===== src/rtl/shaper_pkg.sv =====
package shaper_pkg;

  localparam int MAN_W   = 8;
  localparam int EXP_W   = 4;
  localparam int FRAC_W  = 8;
  localparam int DIV_MAX = 12;
  // (256+255) << 16 needs 25 bits; (256+255) << 15 needs 24 bits
  localparam int CAP_W   = MAN_W + 1 + 16;
  localparam int REF_W   = MAN_W + 1 + 15;

  typedef struct packed {
    logic             en;
    logic [MAN_W-1:0] rate_man;
    logic [EXP_W-1:0] rate_exp;
    logic [EXP_W-1:0] div_exp;
    logic [MAN_W-1:0] burst_man;
    logic [EXP_W-1:0] burst_exp;
  } bkt_cfg_t;

  typedef enum logic [1:0] {
    COL_GREEN  = 2'd0,
    COL_YELLOW = 2'd1,
    COL_RED    = 2'd2
  } colour_e;

  // refill per period in 1/256 token units
  function automatic logic [REF_W-1:0] refill_fx(input logic [MAN_W-1:0] m,
                                                 input logic [EXP_W-1:0] e);
    return REF_W'({1'b1, m}) << e;
  endfunction

  // burst cap, truncated to whole tokens, returned in 1/256 token units
  function automatic logic [CAP_W-1:0] burst_cap_fx(input logic [MAN_W-1:0] m,
                                                    input logic [EXP_W-1:0] e);
    logic [CAP_W-1:0] raw;
    raw = CAP_W'({1'b1, m}) << (5'(e) + 5'd1);
    return {raw[CAP_W-1:FRAC_W], {FRAC_W{1'b0}}};
  endfunction

  function automatic logic [EXP_W-1:0] div_clamp(input logic [EXP_W-1:0] d);
    return (d > EXP_W'(DIV_MAX)) ? EXP_W'(DIV_MAX) : d;
  endfunction

endpackage


===== src/rtl/shaper_cfg_regs.sv =====
module shaper_cfg_regs
  import shaper_pkg::*;
#(
  parameter int NB      = 2,
  parameter int RST_DIV = 12,
  localparam int SEL_W  = (NB > 1) ? $clog2(NB) : 1
) (
  input  logic             clk,
  input  logic             rst_n,
  input  logic             we_i,
  input  logic [SEL_W-1:0] sel_i,
  input  bkt_cfg_t         wdata_i,
  output bkt_cfg_t         cfg_q_o   [NB],
  output bkt_cfg_t         cfg_nxt_o [NB]
);

  localparam bkt_cfg_t RST_CFG = '{
    en:        1'b1,
    rate_man:  '0,
    rate_exp:  '0,
    div_exp:   EXP_W'(RST_DIV),
    burst_man: '0,
    burst_exp: '0
  };

  for (genvar i = 0; i < NB; i++) begin : g_entry
    bkt_cfg_t held_q;
    logic     hit;

    assign hit          = we_i && (sel_i == SEL_W'(i));
    assign cfg_nxt_o[i] = hit ? wdata_i : held_q;
    assign cfg_q_o[i]   = held_q;

    always_ff @(posedge clk or negedge rst_n) begin
      if (!rst_n) held_q <= RST_CFG;
      else        held_q <= cfg_nxt_o[i];
    end
  end

endmodule


===== src/rtl/shaper_tick_gen.sv =====
module shaper_tick_gen
  import shaper_pkg::*;
#(
  parameter int TICKS = 240,
  parameter int CNT_W = $clog2(TICKS) + DIV_MAX + 1
) (
  input  logic             clk,
  input  logic             rst_n,
  input  logic             clear_i,
  input  logic [EXP_W-1:0] div_i,
  output logic             tick_o
);

  logic [CNT_W-1:0] cnt_q;
  logic [CNT_W-1:0] limit;

  assign limit  = (CNT_W'(TICKS) << div_clamp(div_i)) - CNT_W'(1);
  assign tick_o = (cnt_q == limit);

  always_ff @(posedge clk or negedge rst_n) begin
    if (!rst_n)                 cnt_q <= '0;
    else if (clear_i || tick_o) cnt_q <= '0;
    else                        cnt_q <= cnt_q + CNT_W'(1);
  end

  AST_CNT_BOUND: assert property (@(posedge clk) disable iff (!rst_n)
    cnt_q <= limit);

endmodule


===== src/rtl/shaper_bucket.sv =====
module shaper_bucket
  import shaper_pkg::*;
#(
  parameter int TICKS   = 240,
  parameter int LEN_W   = 16,
  parameter int ACC_W   = 27,
  parameter logic [CAP_W-1:0] RST_CAP = '0,
  localparam int XW     = ACC_W + 2
) (
  input  logic             clk,
  input  logic             rst_n,
  input  bkt_cfg_t         cfg_i,
  input  bkt_cfg_t         cfg_nxt_i,
  input  logic             load_i,
  input  logic             take_i,
  input  logic [LEN_W-1:0] len_i,
  output logic             conform_o
);

  logic signed [ACC_W-1:0] acc_q;
  logic signed [ACC_W-1:0] acc_d;
  logic signed [ACC_W-1:0] cap_acc;
  logic signed [ACC_W-1:0] len_acc;
  logic signed [ACC_W-1:0] load_acc;
  logic                    tick;
  logic                    deduct;

  shaper_tick_gen #(.TICKS(TICKS)) u_tick (
    .clk     (clk),
    .rst_n   (rst_n),
    .clear_i (load_i),
    .div_i   (cfg_i.div_exp),
    .tick_o  (tick)
  );

  assign cap_acc  = $signed(ACC_W'(burst_cap_fx(cfg_i.burst_man, cfg_i.burst_exp)));
  assign load_acc = $signed(ACC_W'(burst_cap_fx(cfg_nxt_i.burst_man, cfg_nxt_i.burst_exp)));
  assign len_acc  = $signed(ACC_W'({len_i, {FRAC_W{1'b0}}}));
  assign deduct   = take_i && cfg_i.en;

  always_comb begin
    logic signed [XW-1:0] sum;
    logic signed [XW-1:0] cap_x;
    logic signed [XW-1:0] floor_x;
    cap_x   = XW'(cap_acc);
    floor_x = $signed({3'b111, {(ACC_W-1){1'b0}}});
    sum     = XW'(acc_q);
    if (tick) begin
      sum = sum + $signed(XW'(refill_fx(cfg_i.rate_man, cfg_i.rate_exp)));
      if (sum > cap_x) sum = cap_x;
    end
    if (deduct) sum = sum - XW'(len_acc);
    if (sum < floor_x) sum = floor_x;
    if (load_i)         acc_d = load_acc;
    else if (!cfg_i.en) acc_d = cap_acc;
    else                acc_d = sum[ACC_W-1:0];
  end

  always_ff @(posedge clk or negedge rst_n) begin
    if (!rst_n) acc_q <= $signed(ACC_W'(RST_CAP));
    else        acc_q <= acc_d;
  end

  assign conform_o = !cfg_i.en || !acc_q[ACC_W-1];

  AST_CAP_SAT: assert property (@(posedge clk) disable iff (!rst_n)
    tick && !load_i |=> acc_q <= $past(cap_acc));

  AST_EXACT_DEDUCT: assert property (@(posedge clk) disable iff (!rst_n)
    deduct && !tick && !load_i && !acc_q[ACC_W-1]
      |=> acc_q == $past(acc_q) - $past(len_acc));

  AST_RELOAD_CAP: assert property (@(posedge clk) disable iff (!rst_n)
    load_i |=> acc_q == cap_acc);

  AST_OFF_FULL: assert property (@(posedge clk) disable iff (!rst_n)
    !cfg_i.en && !load_i |=> acc_q == $past(cap_acc));

endmodule


===== src/rtl/dual_rate_shaper.sv =====
module dual_rate_shaper
  import shaper_pkg::*;
#(
  parameter int TICKS   = 240,
  parameter int LEN_W   = 16,
  parameter int RST_DIV = 12
) (
  input  logic             clk,
  input  logic             rst_n,
  input  logic             cfg_we,
  input  logic             cfg_sel,
  input  logic             cfg_en,
  input  logic [7:0]       cfg_rate_man,
  input  logic [3:0]       cfg_rate_exp,
  input  logic [3:0]       cfg_div_exp,
  input  logic [7:0]       cfg_burst_man,
  input  logic [3:0]       cfg_burst_exp,
  input  logic             pkt_valid,
  input  logic [LEN_W-1:0] pkt_len,
  output logic             pkt_ready,
  output logic [1:0]       pkt_colour
);

  localparam int NB    = 2;
  localparam int PEAK  = 0;
  localparam int CMT   = 1;
  localparam int ACC_W = ((LEN_W + FRAC_W > CAP_W) ? LEN_W + FRAC_W : CAP_W) + 2;
  localparam logic [CAP_W-1:0] RST_CAP = burst_cap_fx('0, '0);

  bkt_cfg_t wdata;
  bkt_cfg_t cfg_q   [NB];
  bkt_cfg_t cfg_nxt [NB];
  logic     conform [NB];
  logic     take;
  logic     peak_ok;
  logic     cmt_ok;
  colour_e  colour;

  assign wdata = '{
    en:        cfg_en,
    rate_man:  cfg_rate_man,
    rate_exp:  cfg_rate_exp,
    div_exp:   cfg_div_exp,
    burst_man: cfg_burst_man,
    burst_exp: cfg_burst_exp
  };

  shaper_cfg_regs #(.NB(NB), .RST_DIV(RST_DIV)) u_cfg (
    .clk       (clk),
    .rst_n     (rst_n),
    .we_i      (cfg_we),
    .sel_i     (cfg_sel),
    .wdata_i   (wdata),
    .cfg_q_o   (cfg_q),
    .cfg_nxt_o (cfg_nxt)
  );

  for (genvar b = 0; b < NB; b++) begin : g_bkt
    shaper_bucket #(
      .TICKS   (TICKS),
      .LEN_W   (LEN_W),
      .ACC_W   (ACC_W),
      .RST_CAP (RST_CAP)
    ) u_bkt (
      .clk       (clk),
      .rst_n     (rst_n),
      .cfg_i     (cfg_q[b]),
      .cfg_nxt_i (cfg_nxt[b]),
      .load_i    (cfg_we),
      .take_i    (take),
      .len_i     (pkt_len),
      .conform_o (conform[b])
    );
  end

  assign peak_ok   = conform[PEAK];
  assign cmt_ok    = conform[CMT];
  assign pkt_ready = peak_ok && !cfg_we;
  assign take      = pkt_valid && pkt_ready;

  always_comb begin
    if (!peak_ok)    colour = COL_RED;
    else if (cmt_ok) colour = COL_GREEN;
    else             colour = COL_YELLOW;
  end
  assign pkt_colour = colour;

  AST_WRITE_HOLDS: assert property (@(posedge clk) disable iff (!rst_n)
    cfg_we |-> !pkt_ready);

  AST_RED_HOLDS: assert property (@(posedge clk) disable iff (!rst_n)
    pkt_colour == COL_RED |-> !pkt_ready);

  AST_COLOUR_LEGAL: assert property (@(posedge clk) disable iff (!rst_n)
    pkt_colour != 2'b11);

endmodule


===== config.mk =====
export PLATFORM = sky130hd
export DESIGN_NAME = dual_rate_shaper
export DESIGN_NICKNAME = d
export VERILOG_FILES = /design/src/rtl/shaper_pkg.sv /design/src/rtl/shaper_cfg_regs.sv /design/src/rtl/shaper_tick_gen.sv /design/src/rtl/shaper_bucket.sv /design/src/rtl/dual_rate_shaper.sv
export SDC_FILE = /design/constraint.sdc
export NUM_CORES = 1
export LEC_CHECK = 0
export BUFFER_PORTS_ARGS = -buffer_cell sky130_fd_sc_hd__buf_2
export CAP_MARGIN = 5
export CORE_AREA = 2 2 200 202
export DETAILED_ROUTE_END_ITERATION = 16
export DIE_AREA = 0 0 202 204
export PLACE_DENSITY_LB_ADDON = 0.2
export SYNTH_ARGS = -nofsm -noshare
export SYNTH_HDL_FRONTEND = slang
export SYNTH_SLANG_ARGS = --single-unit

===== constraint.sdc =====
create_clock -name clk -period 22.1 [get_ports clk]
set_input_delay 4.42 -clock clk [delete_from_list [all_inputs] [get_ports clk]]
set_output_delay 4.42 -clock clk [all_outputs]
set_load 0.03 [all_outputs]

==> results.ini, run 1 <==
[clock_tree]
cts_tree=built
cts.repair.resized=0
cts_num_sinks=154
clk_latency_ns=0.49
h-tree-depth=4
cts_buffers=17
cts_setup_buffers=0
holdBufCountCts=0
clock_path_buffers=2
clk_pin_slew_ns=0.07
cts_root_buf=clkbuf_16

[timing]
tns_ns=0
drv_slew=0
timing.final.crit_period_ns=11.43
fin_skew_ns=0.0152
hold_viol=0
relSlewSlack=0.166
finalCritPeriodShare=0.517
rsz0062_at_grt=no
setup_viol=0
worst_slew_pin_slew_ns=1.25
timing.fmax_ghz=0.0875

[global_route]
grt_max_degree=104
antenna_found_initial=4
track_usage=0.278
grt_pass1_wl_um=90300
grt_pass1_vias=16266
overflow=0

[run]
maxCapViolCount=0

[yosys]
ys_ff_latch=154
synth.most_common_cell=nor2_1
synth_edf_count=0
synth_top_area_cell=dfrtp_1
synth_xor_xnor_area_share=0.0700
synth_area_leaders=dfrtp_1, ha_1, mux2_2, nor2_1, a21oi_1
seq_area_frac_synth=0.222
synthSimpleGateAreaFrac=0.214
synth_compound_area_frac=0.247
syn_area_um2=17400
yosysUniqueCellTypes=84
ys_top_cells_by_count=nor2_1, nand2_1, a21oi_1
synthFlopType=dfrtp_1
synth_fa_ha_area_frac=0.0964
ys_warn_count=0
syn_inst=2258
synth_top_family_by_area=compound AO/OA/AOI/OAI gates
yosys.area.top_type_share=0.210
synth.area.mux_share=0.101
syn-num-nets=2438
avgSynthCellArea_um2=7.70
synthArstFlopShare=1.00

[route]
drc_errors=0
via_per_inst=6.14
wl_per_cell_um=20.7
drtAntennaViolNets=0
first_pass_iters=6
drt-total-wl_um=57200
vias=16990
drt_iter0_drc=1509

[critical_path]
slowest_delay_ns=0.63
end_kind=flip-flop
crit_type=flip-flop to flip-flop
arrival_ns=11.77
startpoint_type=flip-flop
critPathTopFamily=compound AO/OA/AOI/OAI gates
slowest_stage=dfrtp_1
crit_fanout=17
crit_required_ns=22.44
crit_buf_inv=0
crit_top_cell=o21ai_0

[placed_design]
gp_congestion=0.995
hpwlAfterDp_um=44600
dpl-instance-area_um2=17900
port_buffers=52

[outcome]
status=complete, no violations

[finish]
design_area_um2=18500
fill_cells=3875
multi_input_area_um2=12700
register_area_um2=3860
area_growth_pct=6.65
final_nets=2408
final_layout_size_suffix_gt1_frac=0.0986

[floorplanning]
rows=73
die-area_um2=41200
die_height_um=204
io_pins=53
die_w_um=202
coreArea_um2=39200
start_util=0.444

[power_and_ir_drop]
p_per_area_nw_per_um2=100
ir_worst_vdd_mv=0.0529
p_leak_nw=8.09

[worst_hold_path]
hold_path_class=flip-flop to flip-flop

power by group:
part / internal, W / leakage (nW) / switching (W)
sequential: 0.000320 / 1.97 / 0.0000636
combinational: 0.000448 / 5.84 / 0.000709
clock: 0.000162 / 0.287 / 0.000154
total: 0.000930 / 8.09 / 0.000927
layout by cell type (no fill, tap or decap), types with 15 or more instances in the layout:
| master | Yosys | final |
|---|---|---|
| nor2_1 | 235 | 235 |
| nand2_1 | 215 | 215 |
| a21oi_1 | 167 | 167 |
| o21ai_0 | 158 | 158 |
| dfrtp_1 | 146 | 146 |
| ha_1 | 126 | 126 |
| inv_1 | 103 | 103 |
| mux2_2 | 86 | 86 |
| mux2i_1 | 77 | 77 |
| xnor2_1 | 76 | 76 |
| nand3_1 | 66 | 66 |
| xor2_1 | 63 | 63 |
| nor3_1 | 54 | 53 |
| buf_2 | 11 | 51 |
| a21o_1 | 33 | 33 |
| and2_1 | 31 | 31 |
| o21a_1 | 31 | 31 |
| nand2b_1 | 30 | 30 |
| a211oi_1 | 29 | 29 |
| nor2b_1 | 29 | 28 |
| a31oi_1 | 27 | 27 |
| nand4_1 | 24 | 24 |
| o22ai_1 | 23 | 23 |
| a22oi_1 | 23 | 23 |
| and3_1 | 23 | 23 |
| o31ai_1 | 19 | 19 |
| nor4_1 | 17 | 17 |
| clkbuf_16 | 0 | 17 |
| a221oi_1 | 15 | 15 |
layer usage:
layer / vias up / track usage / part of all wire
met1: 8103 / 0.379 / 0.45
met2: 633 / 0.446 / 0.45
li1: 8145 / - / -
met4: 0 / 0.101 / 0.030
met5: - / 0 / 0
met3: 109 / 0.0411 / 0.067
per-stage QoR:
step / hold WS [ns] / utilization / setup WS [ns] / power [W] / instances
final: 0.457 / 0.473 / 10.67 / 0.00186 / 2768
after global routing: 0.471 / 0.473 / 9.94 / 0.00199 / 2767
after CTS: 0.462 / 0.473 / 10.86 / 0.00183 / 2766
after detailed placement: 0.452 / 0.458 / 10.94 / 0.00151 / 2734
after global placement: 0.443 / 0.458 / 11.06 / 0.00150 / 2734
after floorplan: 0.425 / - / 12.80 / 0.00122 / 2258
registers in the layout, indices dropped and copies added, names as in the netlist:
register                  flops
g_bkt.u_bkt.acc_q            54
g_bkt.u_bkt.u_tick.cnt_q     42
u_cfg.cfg_q_o                58
cell type report:
type	instances	share of cell area
Tap cell	525	0.0354
Timing Repair Buffer	60	0.0176
Inverter	108	0.0219
Clock inverter	15	0.00965
Multi-Input combinational cell	1887	0.684
Clock buffer	17	0.0229
Sequential cell	154	0.208
Antenna cell	2	0.000270
worst reg2reg max path: cells and delay by family (launching register included):
family | cells | cell delay, ns
flip-flops | 1 | 0.63
AO/OA/AOI/OAI | 18 | 5.85
AND/OR/NAND/NOR | 10 | 2.71
XOR/XNOR | 1 | 0.14
adder cells (fa/ha/maj) | 3 | 0.94
multiplexers | 3 | 1.03
cell families (layout without fill, tap and decap cells):
logic type	count (synthesis)	in the layout
AND/OR/NAND/NOR	789	789
AO/OA/AOI/OAI	663	663
buffers and inverters	217	200
multiplexers	164	164
flip-flops	154	154
XOR/XNOR	139	139
adder cells (fa/ha/maj)	132	132
other	0	2
path summary, 6_finish.rpt:
kind | slack (ns) | from | endpoint | cells past startpoint
max | 10.67 | u_cfg.cfg_q_o[16]$_DFFE_PN0P_ | g_bkt[1].u_bkt.acc_q[24]$_DFF_PN0_ | 35
min | 0.46 | g_bkt[1].u_bkt.u_tick.cnt_q[0]$_DFF_PN0_ | g_bkt[1].u_bkt.u_tick.cnt_q[0]$_DFF_PN0_ | 1
max reg2reg | 10.67 | u_cfg.cfg_q_o[16]$_DFFE_PN0P_ | g_bkt[1].u_bkt.acc_q[24]$_DFF_PN0_ | 35
min reg2reg | 0.46 | g_bkt[1].u_bkt.u_tick.cnt_q[0]$_DFF_PN0_ | g_bkt[1].u_bkt.u_tick.cnt_q[0]$_DFF_PN0_ | 1
max in group asynchronous | 16.65 | rst_n | g_bkt[0].u_bkt.acc_q[22]$_DFF_PN0_ | 2
min in group asynchronous | 4.07 | rst_n | g_bkt[1].u_bkt.u_tick.cnt_q[20]$_DFF_PN0_ | 1
Note: power is estimated with default switching activity, not from simulation.
==> run 2, diff against run 1 <==
==> constraint.sdc (replaced) <==
create_clock -name clk -period 10.6 [get_ports clk]
set_input_delay 2.12 -clock clk [delete_from_list [all_inputs] [get_ports clk]]
set_output_delay 2.12 -clock clk [all_outputs]
set_load 0.03 [all_outputs]
==> results.ini, run 2 (synthesized netlist as in run 1, its figures left out) <==
[finish]
layout_commonest_cell=nor2_1
design_area_um2=18700  ; +0.68%
final_nets=2420  ; +0.50%
final_layout_size_suffix_gt1_frac=0.106  ; +0.00702
area_growth_pct=7.38
final_cell_mix=nor2_1, nand2_1, a21oi_1
largest_reg_flops=58  ; unchanged

[clock_tree]
cts_tree=built
clk_latency_ns=0.48  ; about the same
cts_buffers=17  ; unchanged
h-tree-depth=4  ; unchanged
cts_root_buf=clkbuf_16
clk_pin_slew_ns=0.07  ; about the same
clock_path_buffers=2  ; unchanged
cts_num_sinks=154  ; unchanged

[power_and_ir_drop]
combPwrFrac=0.626  ; +0.003
p_leak_nw=8.17  ; +0.95%
p_int_w=0.00199  ; +110%
p_seq_frac=0.203  ; -0.004
power.switching_w=0.00192  ; +110%
ir_worst_vdd_mv=0.112  ; +110%
clockPowerShare=0.171  ; about the same
finalPower_w=0.00391  ; +110%
p_per_area_nw_per_um2=209  ; +110%
swShare=0.491  ; -0.00816

[route]
drc_errors=0  ; unchanged
vias=16955  ; -0.21%
first_pass_iters=5  ; -1
via_per_inst=6.09  ; -0.71%
drtAntennaViolNets=0  ; unchanged
drt_iter0_drc=1392  ; -7.8%
drt-total-wl_um=56800  ; -0.72%
wl_per_cell_um=20.4  ; -1.2%

[critical_path]
startpoint_type=flip-flop
r2r-start=u_cfg.cfg_q_o[46]$_DFFE_PN0P_
arrival_ns=10.33  ; -1.44 ns
slowest_stage=dfrtp_1
crit_type=flip-flop to flip-flop
slowest_delay_ns=0.64  ; about the same
critPathTopFamily=compound AO/OA/AOI/OAI gates
crit_top_cell=o21ai_0
r2r_cells=36  ; +2.9%
reg2reg_slack_ns=0.66  ; -10.01 ns
crit_buf_inv=2  ; +2
crit_required_ns=10.99  ; -11.45 ns
crit_fanout=14  ; -3
end_kind=flip-flop
r2r-end=g_bkt[0].u_bkt.acc_q[15]$_DFF_PN0_

[global_route]
overflow=0  ; unchanged
grt_pass1_wl_um=89700  ; -0.60%
grt_pass1_vias=16297  ; +0.19%
track_usage=0.276  ; -0.00206
grt_max_degree=80  ; -23%
antenna_found_initial=8  ; +4

[timing]
relSlewSlack=0.206  ; +0.0405
holdWs_ns=0.456  ; -0.00112 ns
timing.fmax_ghz=0.101  ; +15%
fin_skew_ns=0.0101  ; -0.00507 ns
finalCritPeriodShare=0.938  ; +0.421
rsz0062_at_grt=no
setup_viol=0  ; unchanged
hold_viol=0  ; unchanged
timing.final.crit_period_ns=9.94  ; -1.49 ns
worst_slew_pin_slew_ns=1.18  ; -0.0703 ns
drv_slew=0  ; unchanged

[floorplanning]
rows=73  ; unchanged
start_util=0.444  ; unchanged
die_height_um=204  ; unchanged
die_w_um=202  ; unchanged
die-area_um2=41200  ; unchanged
io_pins=53  ; unchanged
coreArea_um2=39200  ; unchanged

[worst_hold_path]
hp-start=g_bkt[0].u_bkt.u_tick.cnt_q[0]$_DFF_PN0_
hold_depth=1  ; unchanged
min_to=g_bkt[0].u_bkt.u_tick.cnt_q[0]$_DFF_PN0_
hold_path_class=flip-flop to flip-flop

[placed_design]
hpwlAfterDp_um=44200  ; -0.86%
dpl-instance-area_um2=18000  ; +0.46%
port_buffers=52  ; unchanged
gp_congestion=0.980  ; -1.4%

[outcome]
status=complete, no violations

[run]
maxCapViolCount=0  ; unchanged

-- run 2: cell count changes in the layout (fill, tap and decap cells not counted), moves of 2 or more --
cell | before | now
buf_4 | 8 | 20
clkinv_8 | 2 | 0
clkinvlp_4 | 3 | 1
diode_2 | 2 | 4
inv_6 | 1 | 6
inv_8 | 6 | 4
o21ai_0 | 158 | 155
o21ai_1 | 9 | 12
-- run 2: power by group through the flow --
stage	logic (W)	clock network (W)	registers (W)
3_3_place_gp	0.00236	0	0.000800
2_1_floorplan	0.00182	0	0.000724
5_1_grt	0.00268	0.000701	0.000806
4_1_cts	0.00240	0.000679	0.000791
3_5_place_dp	0.00238	0	0.000801
6_report	0.00245	0.000669	0.000794
-- run 2: timing repair --
action / 4_1_cts / 5_1_grt
pin swaps: 0 / 1
hold buffers: 0 / 0
buffers inserted: 0 / 1
setup endpoints to repair: 17 / 37
resized for setup: 3 / 7
-- run 2: layout make-up --
type / instances / area, µm²
multi-input combinational: 1887 / 12700
sequential: 154 / 3860
clock inverter: 14 / 174
timing repair buffer: 72 / 417
tap: 525 / 657
clock buffer: 18 / 439
fill: 3956 / 20500
inverter: 108 / 405
antenna: 4 / 10.0
-- run 2: how the worst max path moves through the flow --
stage	from	endpoint	slack (ns)	depth (start not counted)
after floorplan	u_cfg.cfg_q_o[46]$_DFFE_PN0P_	g_bkt[0].u_bkt.acc_q[12]$_DFF_PN0_	2.35	42
after global placement	u_cfg.cfg_q_o[16]$_DFFE_PN0P_	g_bkt[1].u_bkt.acc_q[24]$_DFF_PN0_	-0.45	35
after detailed placement	u_cfg.cfg_q_o[16]$_DFFE_PN0P_	g_bkt[1].u_bkt.acc_q[24]$_DFF_PN0_	-0.51	36
after CTS	u_cfg.cfg_q_o[16]$_DFFE_PN0P_	g_bkt[1].u_bkt.acc_q[24]$_DFF_PN0_	0.18	36
after global routing	u_cfg.cfg_q_o[16]$_DFFE_PN0P_	g_bkt[1].u_bkt.acc_q[24]$_DFF_PN0_	0.15	36
final	u_cfg.cfg_q_o[46]$_DFFE_PN0P_	g_bkt[0].u_bkt.acc_q[15]$_DFF_PN0_	0.66	36
-- run 2: routing by layer --
layer,share of wire,vias up,global-route usage
met5,0.00058,-,0
met4,0.024,6,0.0848
met3,0.064,94,0.0497
met2,0.46,579,0.445
met1,0.46,8102,0.375
li1,-,8174,-
-- run 2: stage by stage --
stage / instances / setup slack [ns] / TNS [ns] / util
detailed placement: 2745 / -0.507 / -5.08 / 0.460
finish: 2782 / 0.657 / 0 / 0.476
CTS: 2777 / 0.180 / 0 / 0.476
global placement: 2745 / -0.453 / -4.27 / 0.460
global route: 2781 / 0.149 / 0 / 0.476
floorplan: 2258 / 2.35 / 0 / -
